**src/rtl/dr_detect_pkg.sv**
```systemverilog
package dr_detect_pkg;

    // Pair code, written as {true rail, false rail}
    typedef enum logic [1:0] {
        PAIR_SPACER = 2'b00,
        PAIR_ZERO   = 2'b01,
        PAIR_ONE    = 2'b10,
        PAIR_FAULT  = 2'b11
    } pair_code_t;

endpackage

```
**src/rtl/dr_rail_gate.sv**
```systemverilog
module dr_rail_gate #(
    parameter int N = 8
) (
    input  logic         start,
    input  logic [N-1:0] rail_t_i,
    input  logic [N-1:0] rail_f_i,
    output logic [N-1:0] rail_t_o,
    output logic [N-1:0] rail_f_o
);

    // Precharge phase: every pair is seen as spacer
    always_comb begin
        rail_t_o = start ? rail_t_i : '0;
        rail_f_o = start ? rail_f_i : '0;
    end

endmodule

```
**src/rtl/dr_bit_resolve.sv**
```systemverilog
module dr_bit_resolve
    import dr_detect_pkg::*;
#(
    parameter int N = 8
) (
    input  logic [N-1:0] rail_t,
    input  logic [N-1:0] rail_f,
    output logic [N-1:0] complete,
    output logic [N-1:0] value,
    output logic [N-1:0] illegal
);

    for (genvar i = 0; i < N; i++) begin : g_bit
        pair_code_t code;
        assign code = pair_code_t'({rail_t[i], rail_f[i]});

        always_comb begin
            complete[i] = 1'b0;
            value[i]    = 1'b0;
            illegal[i]  = 1'b0;
            unique case (code)
                PAIR_SPACER: ;
                PAIR_ZERO:   complete[i] = 1'b1;
                PAIR_ONE: begin
                    complete[i] = 1'b1;
                    value[i]    = 1'b1;
                end
                PAIR_FAULT: begin
                    complete[i] = 1'b1;
                    value[i]    = 1'b1;
                    illegal[i]  = 1'b1;
                end
                default: ;
            endcase
        end
    end

endmodule

```
**src/rtl/dr_word_reduce.sv**
```systemverilog
module dr_word_reduce #(
    parameter int N = 8
) (
    input  logic [N-1:0] complete,
    input  logic [N-1:0] illegal,
    output logic         all_complete,
    output logic         any_illegal
);

    always_comb begin
        all_complete = &complete;
        any_illegal  = |illegal;
    end

endmodule

```
**src/rtl/dr_done_detect.sv**
```systemverilog
module dr_done_detect
    import dr_detect_pkg::*;
#(
    parameter int N = 8
) (
    input  logic         clk,
    input  logic         rst_n,
    input  logic         start,
    input  logic [N-1:0] rail_t,
    input  logic [N-1:0] rail_f,
    output logic         done,
    output logic         err,
    output logic [N-1:0] word
);

    localparam int W = N;

    typedef struct packed {
        logic         done;
        logic         err;
        logic [W-1:0] word;
    } det_state_t;

    logic [W-1:0] gated_t, gated_f;
    logic [W-1:0] bit_complete, bit_value, bit_illegal;
    logic         all_complete, any_illegal;

    det_state_t state_d, state_q;

    dr_rail_gate #(.N(W)) u_gate (
        .start    (start),
        .rail_t_i (rail_t),
        .rail_f_i (rail_f),
        .rail_t_o (gated_t),
        .rail_f_o (gated_f)
    );

    dr_bit_resolve #(.N(W)) u_resolve (
        .rail_t   (gated_t),
        .rail_f   (gated_f),
        .complete (bit_complete),
        .value    (bit_value),
        .illegal  (bit_illegal)
    );

    dr_word_reduce #(.N(W)) u_reduce (
        .complete     (bit_complete),
        .illegal      (bit_illegal),
        .all_complete (all_complete),
        .any_illegal  (any_illegal)
    );

    always_comb begin
        state_d      = state_q;
        state_d.done = all_complete;
        state_d.err  = any_illegal;
        state_d.word = all_complete ? bit_value : '0;
    end

    always_ff @(posedge clk or negedge rst_n) begin
        if (!rst_n) begin
            state_q <= '0;
        end else begin
            state_q <= state_d;
        end
    end

    assign done = state_q.done;
    assign err  = state_q.err;
    assign word = state_q.word;

endmodule

```
**config.mk**
```make
export PLATFORM = sky130hd
export DESIGN_NAME = dr_done_detect
export DESIGN_NICKNAME = d
export VERILOG_FILES = /design/src/rtl/dr_detect_pkg.sv /design/src/rtl/dr_rail_gate.sv /design/src/rtl/dr_bit_resolve.sv /design/src/rtl/dr_word_reduce.sv /design/src/rtl/dr_done_detect.sv
export SDC_FILE = /design/constraint.sdc
export NUM_CORES = 1
export LEC_CHECK = 0
export BUFFER_PORTS_ARGS = -buffer_cell sky130_fd_sc_hd__buf_4
export CAP_MARGIN = 0
export CORE_AREA = 5 5 42 44
export CTS_CLUSTER_SIZE = 14
export DETAILED_ROUTE_END_ITERATION = 10
export DIE_AREA = 0 0 47 49
export PLACE_DENSITY = 0.78
export RECOVER_POWER = 50
export SYNTH_ARGS = -nofsm -noshare
export SYNTH_HDL_FRONTEND = slang
export SYNTH_SLANG_ARGS = --single-unit
```
**constraint.sdc**
```tcl
create_clock -name clk -period 1 [get_ports clk]
set_clock_uncertainty 0.1 [all_clocks]
set_input_delay 0.1 -clock clk [delete_from_list [all_inputs] [get_ports clk]]
set_output_delay 0.1 -clock clk [all_outputs]
set_load 0.03 [all_outputs]
```
Word-level counts from Yosys, hierarchy flattened:

Cells that the tools add are included.
W data, S select, Z words.

* eq/ne operators: 24
* mux-type cells: 27
* reduce and logical (&&, ||, !) cells: 18

Operators by type and width (number)
* $eq A2 B2 Y1 const B: 16
* $mux W1: 24
* $mux W8: 3
* $reduce_or A3 Y1: 8
* $eq A2 B1 Y1 const B: 8
* $reduce_or A2 Y1: 8
* $reduce_and A8 Y1: 1
* $reduce_or A8 Y1: 1

* register bits: 10
* input bits: 19
* output and inout port bits: 10

Depth between registers and ports, before layout:

Gate-level depths: netlist (run 1).

* word-level depth: 6
* gate-level depth with buffers: 4
* mapped depth without buffers: 3

By module:

A second synthesis (run 1) with hierarchy kept.

* cell total of the unflattened synthesis: 65
* area, all modules: 591.8 µm²

By module, submodules not included
* dr_done_detect: times used 1, cells each 18, area an instance 300.3 µm², seq. area each 250.2 µm²
* dr_bit_resolve: times used 1, cells each 24, area an instance 132.6 µm², seq. area each 0.0 µm²
* dr_rail_gate: times used 1, cells each 17, area an instance 126.4 µm², seq. area each 0.0 µm²
* dr_word_reduce: times used 1, cells each 6, area an instance 32.5 µm², seq. area each 0.0 µm²

Worst setup path before layout (run 1):

OpenSTA, ideal clock, no wires.

* path kind: input to register
* start point: input rail_f[3]
* end point: register state_q (netlist bit done)
* setup time: 80 ps
* data arrival time: 814 ps
* data required time: 820 ps
* path slack: 5 ps
* stages on the path: 4
* path buffers: 1
* path through: o22ai_1 or3_1 buf_6 nor3b_2

* cells in the longest elaborated chain, start to end: 5
* elaborated cells on any way between the ends: 7

RTL lines
* start, declared: line dr_done_detect.sv:10 `input logic [N-1:0] rail_f,`
* $mux W8 (*): line dr_rail_gate.sv:14 `rail_f_o = start ? rail_f_i : '0;`
* $eq A2 B1 Y1 or $eq A2 B2 Y1 (tied branches): line dr_bit_resolve.sv:21 `unique case (code)`
* $reduce_or A3 Y1 (no source line) (*)
* $mux W1 (*): line dr_bit_resolve.sv:21
* $reduce_and A8 Y1 (*): line dr_word_reduce.sv:11 `all_complete = &complete;`
* via all_complete: line dr_done_detect.sv:26 `logic all_complete, any_illegal;`
* end signal, assigned: line dr_done_detect.sv:64 `state_q <= state_d;`
* end, declared: line dr_done_detect.sv:28 `det_state_t state_d, state_q;`

Mark *: on every way through the listed nets, which the timed path passes. The rest lies on a longest branch.

Worst setup path in the final report (run 1):

* start point: register state_q (netlist bit word[3])
* end point: output word[3]

RTL lines
* end, declared: line dr_done_detect.sv:13 `output logic [N-1:0] word`

No word-level cell between the ends.

==> flow_metrics.env, run 1 <==
export IMPL_worst_setup_hold_path_clk_slew_ps=50
export IMPL_critPathRequiredTime_ps=800
export IMPL_antenna_found_initial=0
export IMPL_fmaxAchievable_mhz=1020
export IMPL_share_seq_of_total_power=0.469
export IMPL_max_slew_margin=0.674
export IMPL_ys_types=13
export IMPL_ys_warn_count=0
export IMPL_synth_cell_area_um2=470
export IMPL_top_layer="met4"
export IMPL_ant_nets=0
export IMPL_tightestPinTransition_ps=489
export IMPL_worst_hold_path_num_cells=3
export IMPL_num_io_pins=29
export IMPL_power_density_mw_per_mm2=1100
export IMPL_maxCapViolations=0
export IMPL_htree_levels=1
export IMPL_timing_hold_worst_endpoint="word[5]$_DFF_PN0_"
export IMPL_gp_congestion=0.719
export IMPL_synthDominantCellAreaShare=0.532
export IMPL_count_of_final_max_slew_check_failures=0
export IMPL_internal_power_uw=671
export IMPL_synth_largest_area_cell="sky130_fd_sc_hd__dfrtp_1"
export IMPL_synthesis_nets=60
export IMPL_dr_pass1_iters=2
export IMPL_finalCritPeriodShare=0.978
export IMPL_avg_cell_area_syn_um2=11.5
export IMPL_cts_tree="done"
export IMPL_setup_repair_after_global_routing_missed_its_margin="false"
export IMPL_critical_path_peak_fanout=1
export IMPL_grt_overflow=0
export IMPL_route_vias_total=449
export IMPL_hold_path_startpoint="rail_t[5]"
export IMPL_floorplan_initialDensity=0.336
export IMPL_count_of_input_and_output_buffers=28
export IMPL_postSynthCellCount=41
export IMPL_worst_path_max_delay_cell="sky130_fd_sc_hd__dfrtp_1"
export IMPL_route_detailed_drc=0
export IMPL_die_height_um=49
export IMPL_floorplan_rows=14
export IMPL_critical_path_launch_point_type="flop"
export IMPL_run_status="finished clean"
export IMPL_fin_crit_ps=978
export IMPL_vias_per_cell=4.63
export IMPL_finalSetupViolCount=0
export IMPL_end_kind="primary output"
export IMPL_dr_wl_met3_um=108
export IMPL_cts_sink_count=10
export IMPL_grt_usage=0.117
export IMPL_num_antenna_cells=0
export IMPL_tritoncts_buffers=3
export IMPL_cts_buffer_depth=2
export IMPL_synth_sequential_area_ratio=0.532
export IMPL_detail_route_wirelength_met1_um=387
export IMPL_mostFrequentLayoutCells="sky130_fd_sc_hd__buf_4 (32), sky130_fd_sc_hd__dfrtp_1 (10), sky130_fd_sc_hd__nor3_2 (8)"
export IMPL_finalHoldWorstSlack_ps=18.1
export IMPL_dp_hpwl_um=957
export IMPL_pwr_share_comb=0.252
export IMPL_drt_first_iter_violations=3
export IMPL_detail_route_wl_per_cell_um=11.5
export IMPL_cellLeakagePower_nw=0.407
export IMPL_design_die_area_mm2=0.00230
export IMPL_synth_top_cells_by_area="sky130_fd_sc_hd__dfrtp_1 (53%), sky130_fd_sc_hd__nor3_2 (17%), sky130_fd_sc_hd__a22oi_1 (6.4%), sky130_fd_sc_hd__nand2_1 (5.6%), sky130_fd_sc_hd__o22ai_1 (4.0%)"
export IMPL_worst_setup_path_type="reg -> out"
export IMPL_placeableCoreArea_mm2=0.00140
export IMPL_crit_path_cell_trace="buf_4"
export IMPL_chipWidth_um=47
export IMPL_grt_first_pass_wirelength_um=1940
export IMPL_postSynthRegisterBits=10
export IMPL_met2_length_um=594
export IMPL_layout_drive_gt1_share=0.593
export IMPL_switching_power_uw=221
export IMPL_cts_setup_buffers=0
export IMPL_power_total_uw=893
export IMPL_grt_max_degree=11
export IMPL_timing_critical_path_max_delay_family="flip-flops"
export IMPL_cp_arrival_ps=780
export IMPL_area_growth_synth_to_final_pct=72.3
export IMPL_peakVddDrop_mv=0.526
export IMPL_cts_root_buffer="sky130_fd_sc_hd__clkbuf_4"
export IMPL_final_hold_violation_count=0
export IMPL_layout_nets=102
export IMPL_path_buf_inv=1
export IMPL_worst_hold_path_type="in -> reg"
export IMPL_first_global_vias=510
export IMPL_wirelength_um=1110
export IMPL_netSwitchingFraction=0.248
export IMPL_p_clk_frac=0.279
export IMPL_final_common_cell="sky130_fd_sc_hd__buf_4"
export IMPL_critical_path_max_stage_delay_ps=360
per-layer routing:
layer / GRT usage / vias up
met1: 0.113 / 195
met5: 0 / -
li1: - / 228
met2: 0.201 / 24
met4: 0.0968 / 0
met3: 0.0185 / 2
tightest hold or removal path: cells and delay by family:
| family | cells | cell delay (ps) |
|---|---|---|
| buf+inv | 1 | 120 |
| simple gates | 2 | 110 |
cells by family after synthesis:
| logic type | share of synthesized area |
|---|---|
| and+or+nand+nor | 0.279 |
| DFF | 0.532 |
| AOI/OAI and AO/OA | 0.141 |
| buffers and inverters | 0.0479 |
synth_stat cells:
cell type / number
sky130_fd_sc_hd__nand2_1: 7
sky130_fd_sc_hd__o22ai_1: 3
sky130_fd_sc_hd__or2_0: 1
sky130_fd_sc_hd__nor3b_2: 1
sky130_fd_sc_hd__inv_1: 2
sky130_fd_sc_hd__o21ai_2: 1
sky130_fd_sc_hd__a41oi_1: 1
sky130_fd_sc_hd__dfrtp_1: 10
sky130_fd_sc_hd__or3_1: 1
sky130_fd_sc_hd__a22oi_1: 4
sky130_fd_sc_hd__buf_6: 1
sky130_fd_sc_hd__nor3_2: 8
sky130_fd_sc_hd__clkbuf_1: 1
worst max path at each step:
stage                     depth (start not counted)  slack (ps)           endpoint              start
after global placement                            5        -140     done$_DFF_PN0_          rail_f[3]
final                                             1          20            word[3]  word[3]$_DFF_PN0_
after floorplan                                   4           5     done$_DFF_PN0_          rail_f[3]
after CTS                                         1           4            word[3]  word[3]$_DFF_PN0_
after global routing                              1        0.05            word[7]  word[7]$_DFF_PN0_
after detailed placement                          5        -160  word[6]$_DFF_PN0_          rail_f[3]
sequential cells by signal (all words and copies together) (netlist names):
| signal | count |
|---|---|
| err | 1 |
| done | 1 |
| word | 8 |
power by group through the flow:
| stage | clock network [mW] | registers (mW) | logic (mW) |
|---|---|---|---|
| 2_1_floorplan | 0 | 0.447 | 0.0678 |
| 3_3_place_gp | 0 | 0.425 | 0.214 |
| 3_5_place_dp | 0 | 0.425 | 0.218 |
| 4_1_cts | 0.262 | 0.418 | 0.227 |
| 5_1_grt | 0.270 | 0.419 | 0.247 |
| 6_report | 0.249 | 0.418 | 0.225 |
timing repair:
item	in CTS	in global routing
resized for setup	0	1
hold buffers	3	0
endpoints found under the hold margin	12	0
endpoints found under the setup margin	0	1
through the flow:
| step | setup slack (ps) | std cells | util | TNS (ps) | instance area (um^2) |
|---|---|---|---|---|---|
| 2_1_floorplan | 5.40 | 41 | - | 0 | 470 |
| 3_3_place_gp | -136 | 91 | 0.541 | -1080 | 758 |
| 3_5_place_dp | -158 | 91 | 0.541 | -1280 | 758 |
| 4_1_cts | 3.58 | 97 | 0.579 | 0 | 811 |
| 5_1_grt | 0.0467 | 97 | 0.579 | 0 | 811 |
| 6_report | 21.7 | 97 | 0.579 | 0 | 811 |
cell type report:
type                    count  area, um^2
flip-flops and latches     10         250
inverters                   2        7.51
clock buffers               3        22.5
repair buffers             39         313
multi-input cells          27         198
well taps                  16        20.0
fillers                   136         591
Note: power is estimated with default switching activity, not from simulation.
==> run 2: changes to the inputs <==
--- a/config.mk
+++ b/config.mk
@@ -11,7 +11,7 @@
 export CTS_CLUSTER_SIZE = 14
 export DETAILED_ROUTE_END_ITERATION = 10
 export DIE_AREA = 0 0 47 49
-export PLACE_DENSITY = 0.78
+export PLACE_DENSITY = 0.68
 export RECOVER_POWER = 50
 export SYNTH_ARGS = -nofsm -noshare
 export SYNTH_HDL_FRONTEND = slang
==> run 2 against run 1 <==
  * Total power is 2.5% lower
  * Die area stayed put
  * Critical path depth stayed put
  * Worst setup slack better by 14 ps
  * Clock power is 4% lower
  * Highest routed layer unchanged
  * Clock-buffer cell count stayed put
==> flow_metrics.env, run 2 (synthesized netlist as in run 1, its figures left out) <==
export IMPL_run_status="finished clean"
export IMPL_worst_hold_path_num_cells=3
export IMPL_timing_hold_worst_endpoint="word[5]$_DFF_PN0_"
export IMPL_worst_setup_path_type="reg -> out"
export IMPL_vias_per_cell=4.74
export IMPL_drt_first_iter_violations=3
export IMPL_cp_arrival_ps=760
export IMPL_hold_path_startpoint="rail_t[5]"
export IMPL_cts_setup_buffers=0
export IMPL_switching_power_uw=209
export IMPL_area_growth_synth_to_final_pct=68.9
export IMPL_count_of_final_max_slew_check_failures=0
export IMPL_power_density_mw_per_mm2=1100
export IMPL_share_seq_of_total_power=0.480
export IMPL_worst_hold_path_type="in -> reg"
export IMPL_worst_path_max_delay_cell="sky130_fd_sc_hd__dfrtp_1"
export IMPL_floorplan_initialDensity=0.336
export IMPL_gp_congestion=0.704
export IMPL_setup_repair_after_global_routing_missed_its_margin="false"
export IMPL_numPlacedInstances=91
export IMPL_timing_critical_path_max_delay_family="flip-flops"
export IMPL_dr_pass1_iters=4
export IMPL_fmaxAchievable_mhz=1040
export IMPL_tritoncts_buffers=3
export IMPL_num_antenna_cells=0
export IMPL_htree_levels=1
export IMPL_critical_path_peak_fanout=1
export IMPL_maxCapViolations=0
export IMPL_fin_crit_ps=964
export IMPL_mostFrequentLayoutCells="sky130_fd_sc_hd__buf_4 (32), sky130_fd_sc_hd__dfrtp_1 (10), sky130_fd_sc_hd__nand2_1 (7), sky130_fd_sc_hd__nor3_2 (7), sky130_fd_sc_hd__a22oi_1 (4)"
export IMPL_p_clk_frac=0.276
export IMPL_cellLeakagePower_nw=0.400
export IMPL_num_fill_cells=141
export IMPL_pwr_share_comb=0.244
export IMPL_num_io_pins=29
export IMPL_critPathRequiredTime_ps=800
export IMPL_final_common_cell="sky130_fd_sc_hd__buf_4"
export IMPL_grt_max_degree=11
export IMPL_detail_route_wl_per_cell_um=11.1
export IMPL_critical_path_launch_point_type="flop"
export IMPL_setup_tns_ps=0
export IMPL_multiInputGateArea_um2=193
export IMPL_design_die_area_mm2=0.00230
export IMPL_path_buf_inv=1
export IMPL_grt_first_pass_wirelength_um=1910
export IMPL_finish_cell_count_without_fillers=97
export IMPL_layout_drive_gt1_share=0.580
export IMPL_cts_tree="done"
export IMPL_layout_nets=102
export IMPL_cts_buffer_depth=2
export IMPL_wirelength_um=1080
export IMPL_floorplan_rows=14
export IMPL_cts_sink_count=10
export IMPL_critical_path_max_stage_delay_ps=360
export IMPL_chipWidth_um=47
export IMPL_ant_nets=0
export IMPL_finalSetupViolCount=0
export IMPL_cts_root_buffer="sky130_fd_sc_hd__clkbuf_4"
export IMPL_internal_power_uw=661
export IMPL_crit_path_cell_trace="buf_4"
export IMPL_count_of_input_and_output_buffers=28
export IMPL_final_hold_violation_count=0
export IMPL_worst_setup_hold_path_clk_slew_ps=50
export IMPL_antenna_found_initial=0
export IMPL_flip_flop_count_of_the_largest_register_after_layout=8
export IMPL_finalCritPeriodShare=0.964
export IMPL_netSwitchingFraction=0.240
export IMPL_seqCellArea_um2=250
export IMPL_route_detailed_drc=0
export IMPL_grt_overflow=0
export IMPL_max_slew_margin=0.679
export IMPL_die_height_um=49
export IMPL_first_global_vias=474
export IMPL_route_vias_total=460
export IMPL_dp_hpwl_um=941
export IMPL_tightestPinTransition_ps=482
export IMPL_placeableCoreArea_mm2=0.00140
export IMPL_peakVddDrop_mv=0.385
export IMPL_grt_usage=0.118
export IMPL_end_kind="primary output"
## run 2: changes by cell type in the layout (fill, tap and decap cells not counted), sizes merged
cell,previous run,this run
buf,34,35
clkbuf,5,4
## run 2: metal layers
| layer | vias to the layer above | GRT usage | share of wire |
|---|---|---|---|
| li1 | 231 | - | - |
| met1 | 201 | 0.128 | 0.37 |
| met2 | 26 | 0.188 | 0.50 |
| met3 | 2 | 0.0185 | 0.11 |
| met4 | 0 | 0.0968 | 0.023 |
| met5 | - | 0 | 0 |
## run 2: worst max-delay path by stage
| stage | from | endpoint | slack, ps | depth (start not counted) |
|---|---|---|---|---|
| floorplan | rail_f[3] | done$_DFF_PN0_ | 5 | 4 |
| global placement | rail_f[3] | word[1]$_DFF_PN0_ | -140 | 5 |
| detailed placement | rail_f[3] | word[5]$_DFF_PN0_ | -160 | 5 |
| CTS | word[5]$_DFF_PN0_ | word[5] | 8 | 1 |
| global route | word[5]$_DFF_PN0_ | word[5] | 4 | 1 |
| finish | word[1]$_DFF_PN0_ | word[1] | 40 | 1 |
## run 2: area by class of cell
cell class              instances  share of cell area
flip-flops and latches         10               0.315
multi-input cells              27               0.243
inverters                       2             0.00945
well taps                      16              0.0252
repair buffers                 39               0.380
clock buffers                   3              0.0283
## run 2: power by group through the flow
stage                     combinational [mW]  clock (mW)  sequential, mW
final                                  0.212       0.240           0.418
after global routing                   0.233       0.272           0.418
after CTS                              0.219       0.252           0.418
after detailed placement               0.210           0           0.425
after global placement                 0.206           0           0.425
after floorplan                       0.0678           0           0.447
## run 2: through the flow
step | utilization | hold WS (ps) | area [um^2] | worst slack [ps] | power (mW)
floorplan | - | -296 | 470 | 5.40 | 0.515
global placement | 0.532 | -173 | 746 | -138 | 0.631
detailed placement | 0.532 | -171 | 746 | -155 | 0.635
finish | 0.567 | 17.0 | 795 | 36.0 | 0.870
global route | 0.567 | 15.1 | 795 | 3.55 | 0.923
CTS | 0.570 | 13.0 | 798 | 8.11 | 0.888
## run 2: timing repair
| action | CTS | global route |
|---|---|---|
| endpoints found under the hold margin | 12 | 0 |
| resized for setup | 0 | 2 |
| hold buffers | 3 | 0 |
| setup endpoints to repair | 0 | 2 |
==> run 3: changes to the inputs <==
--- a/config.mk
+++ b/config.mk
@@ -13,6 +13,7 @@
 export DIE_AREA = 0 0 47 49
 export PLACE_DENSITY = 0.68
 export RECOVER_POWER = 50
+export REMOVE_ABC_BUFFERS = 1
 export SYNTH_ARGS = -nofsm -noshare
 export SYNTH_HDL_FRONTEND = slang
 export SYNTH_SLANG_ARGS = --single-unit
==> constraint.sdc (replaced) <==
create_clock -name clk -period 1.2 [get_ports clk]
set_clock_uncertainty 0.1 [all_clocks]
set_input_delay 0.12 -clock clk [delete_from_list [all_inputs] [get_ports clk]]
set_output_delay 0.12 -clock clk [all_outputs]
set_load 0.03 [all_outputs]
==> run 3 against run 2 <==
  * Sequential power fell by 17%
  * Via count fell by 3.5%
  * Sequential share of layout area rose by 2.8 points
  * Critical path type is now in -> reg
  * Global-route usage fell by 0.78 points
  * Clock-buffer cell count did not move
  * Critical path depth rose by 4
  * Largest cell class is now flip-flops and latches
  * Cell area fell by 8.2%
  * Total power fell by 18%
  * Combinational power fell by 25%
  * Final cell count fell by 7.2%
  * Non-clock buffer count fell by 7
  * First-iteration DRC count rose by 130%
==> flow_metrics.env, run 3 (synthesized netlist as in run 1, its figures left out) <==
export IMPL_grt_usage=0.110
export IMPL_grt_max_degree=11
export IMPL_fin_crit_ps=1080
export IMPL_cts_sink_count=10
export IMPL_maxCapViolations=0
export IMPL_floorplan_rows=14
export IMPL_critical_path_launch_point_type="input pin"
export IMPL_chipWidth_um=47
export IMPL_end_kind="flop"
export IMPL_tritoncts_buffers=3
export IMPL_critical_path_max_stage_delay_ps=530
export IMPL_finalCritPeriodShare=0.899
export IMPL_grt_overflow=0
export IMPL_dpl_worst_slack_ps=24.1
export IMPL_timing_critical_path_max_delay_family="buffers and inverters"
export IMPL_htree_levels=1
export IMPL_critPathRequiredTime_ps=1270
export IMPL_hold_path_startpoint="rail_t[4]"
export IMPL_route_detailed_drc=0
export IMPL_vias_per_cell=4.93
export IMPL_first_global_vias=473
export IMPL_setup_repair_after_global_routing_missed_its_margin="false"
export IMPL_layout_drive_gt1_share=0.568
export IMPL_cellLeakagePower_nw=0.365
export IMPL_power_density_mw_per_mm2=978
export IMPL_critical_path_top_cell_by_count="sky130_fd_sc_hd__buf_4"
export IMPL_route_vias_total=444
export IMPL_worst_setup_hold_path_clk_slew_ps=60
export IMPL_dr_pass1_iters=4
export IMPL_path_buf_inv=3
export IMPL_worst_hold_path_type="in -> reg"
export IMPL_count_of_final_max_slew_check_failures=0
export IMPL_mostFrequentLayoutCells="sky130_fd_sc_hd__buf_4 (25), sky130_fd_sc_hd__dfrtp_1 (10), sky130_fd_sc_hd__nor3_2 (8)"
export IMPL_timing_hold_worst_endpoint="word[4]$_DFF_PN0_"
export IMPL_placeableCoreArea_mm2=0.00140
export IMPL_worst_path_max_delay_cell="sky130_fd_sc_hd__dlygate4sd3_1"
export IMPL_multiInputGateArea_um2=198
export IMPL_final_hold_violation_count=0
export IMPL_wirelength_um=1040
export IMPL_design_die_area_mm2=0.00230
export IMPL_finalHoldWorstSlack_ps=10.4
export IMPL_worst_hold_path_num_cells=3
export IMPL_num_antenna_cells=0
export IMPL_tightestPinTransition_ps=483
export IMPL_dp_hpwl_um=908
export IMPL_gp_congestion=0.728
export IMPL_grt_first_pass_wirelength_um=1810
export IMPL_worst_setup_path_type="in -> reg"
export IMPL_cts_buffer_depth=2
export IMPL_crit_path_cell_trace="dlygate4sd3_1 > buf_4 > o21ai_2 > buf_4 > nor3_2"
export IMPL_cts_root_buffer="sky130_fd_sc_hd__clkbuf_4"
export IMPL_setup_tns_ps=0
export IMPL_ant_nets=0
export IMPL_drt_first_iter_violations=7
export IMPL_area_growth_synth_to_final_pct=55.1
export IMPL_floorplan_initialDensity=0.336
export IMPL_cts_tree="done"
export IMPL_antenna_found_initial=0
export IMPL_detail_route_wl_per_cell_um=11.5
export IMPL_seqCellArea_um2=250
export IMPL_final_common_cell="sky130_fd_sc_hd__buf_4"
export IMPL_peakVddDrop_mv=0.354
export IMPL_critical_path_peak_fanout=9
export IMPL_count_of_input_and_output_buffers=28
export IMPL_max_slew_margin=0.678
export IMPL_cp_arrival_ps=1150
export IMPL_die_height_um=49
export IMPL_num_fill_cells=144
export IMPL_run_status="finished clean"
export IMPL_final_setup_worst_slack_ps=121
export IMPL_num_io_pins=29
export IMPL_cts_setup_buffers=0
export IMPL_fmaxAchievable_mhz=927
export IMPL_flip_flop_count_of_the_largest_register_after_layout=8
export IMPL_layout_nets=95
export IMPL_finalSetupViolCount=0
-- run 3: how the worst max path moves through the flow --
stage	slack (ps)	from	cells past startpoint	to
after global routing	80	start	5	word[1]$_DFF_PN0_
after detailed placement	20	rail_t[0]	5	word[1]$_DFF_PN0_
after CTS	120	start	5	word[1]$_DFF_PN0_
after floorplan	110	rail_f[3]	3	done$_DFF_PN0_
after global placement	40	rail_t[0]	5	done$_DFF_PN0_
final	120	start	5	word[7]$_DFF_PN0_
-- run 3: final cells by class --
class | count | share of cell area
Timing Repair Buffer | 32 | 0.317
Multi-Input combinational cell | 27 | 0.271
Clock buffer | 3 | 0.0309
Inverter | 2 | 0.0103
Sequential cell | 10 | 0.343
Tap cell | 16 | 0.0274
-- run 3: routing by layer --
| layer | part of all wire | vias to the layer above | track usage |
|---|---|---|---|
| li1 | - | 213 | - |
| met1 | 0.39 | 196 | 0.125 |
| met2 | 0.45 | 31 | 0.163 |
| met3 | 0.12 | 4 | 0.0221 |
| met4 | 0.035 | 0 | 0.0968 |
| met5 | 0 | - | 0 |
-- run 3: metrics by stage --
step / cell area [um^2] / util / power (mW) / std cells
4_1_cts: 743 / 0.530 / 0.731 / 90
3_3_place_gp: 701 / 0.500 / 0.512 / 85
5_1_grt: 729 / 0.521 / 0.756 / 90
3_5_place_dp: 701 / 0.500 / 0.514 / 85
2_1_floorplan: 455 / - / 0.423 / 39
6_report: 729 / 0.521 / 0.713 / 90
-- run 3: power by group --
group          leakage, nW  switching [mW]  total (mW)  internal [mW]
Sequential           0.137         0.00204       0.348          0.346
Combinational        0.215          0.0839       0.159         0.0753
Clock               0.0138          0.0916       0.206          0.114
-- run 3: what timing repair did --
action	CTS	global route
hold buffers	2	0
endpoints found under the hold margin	11	0
gates resized for setup	0	0
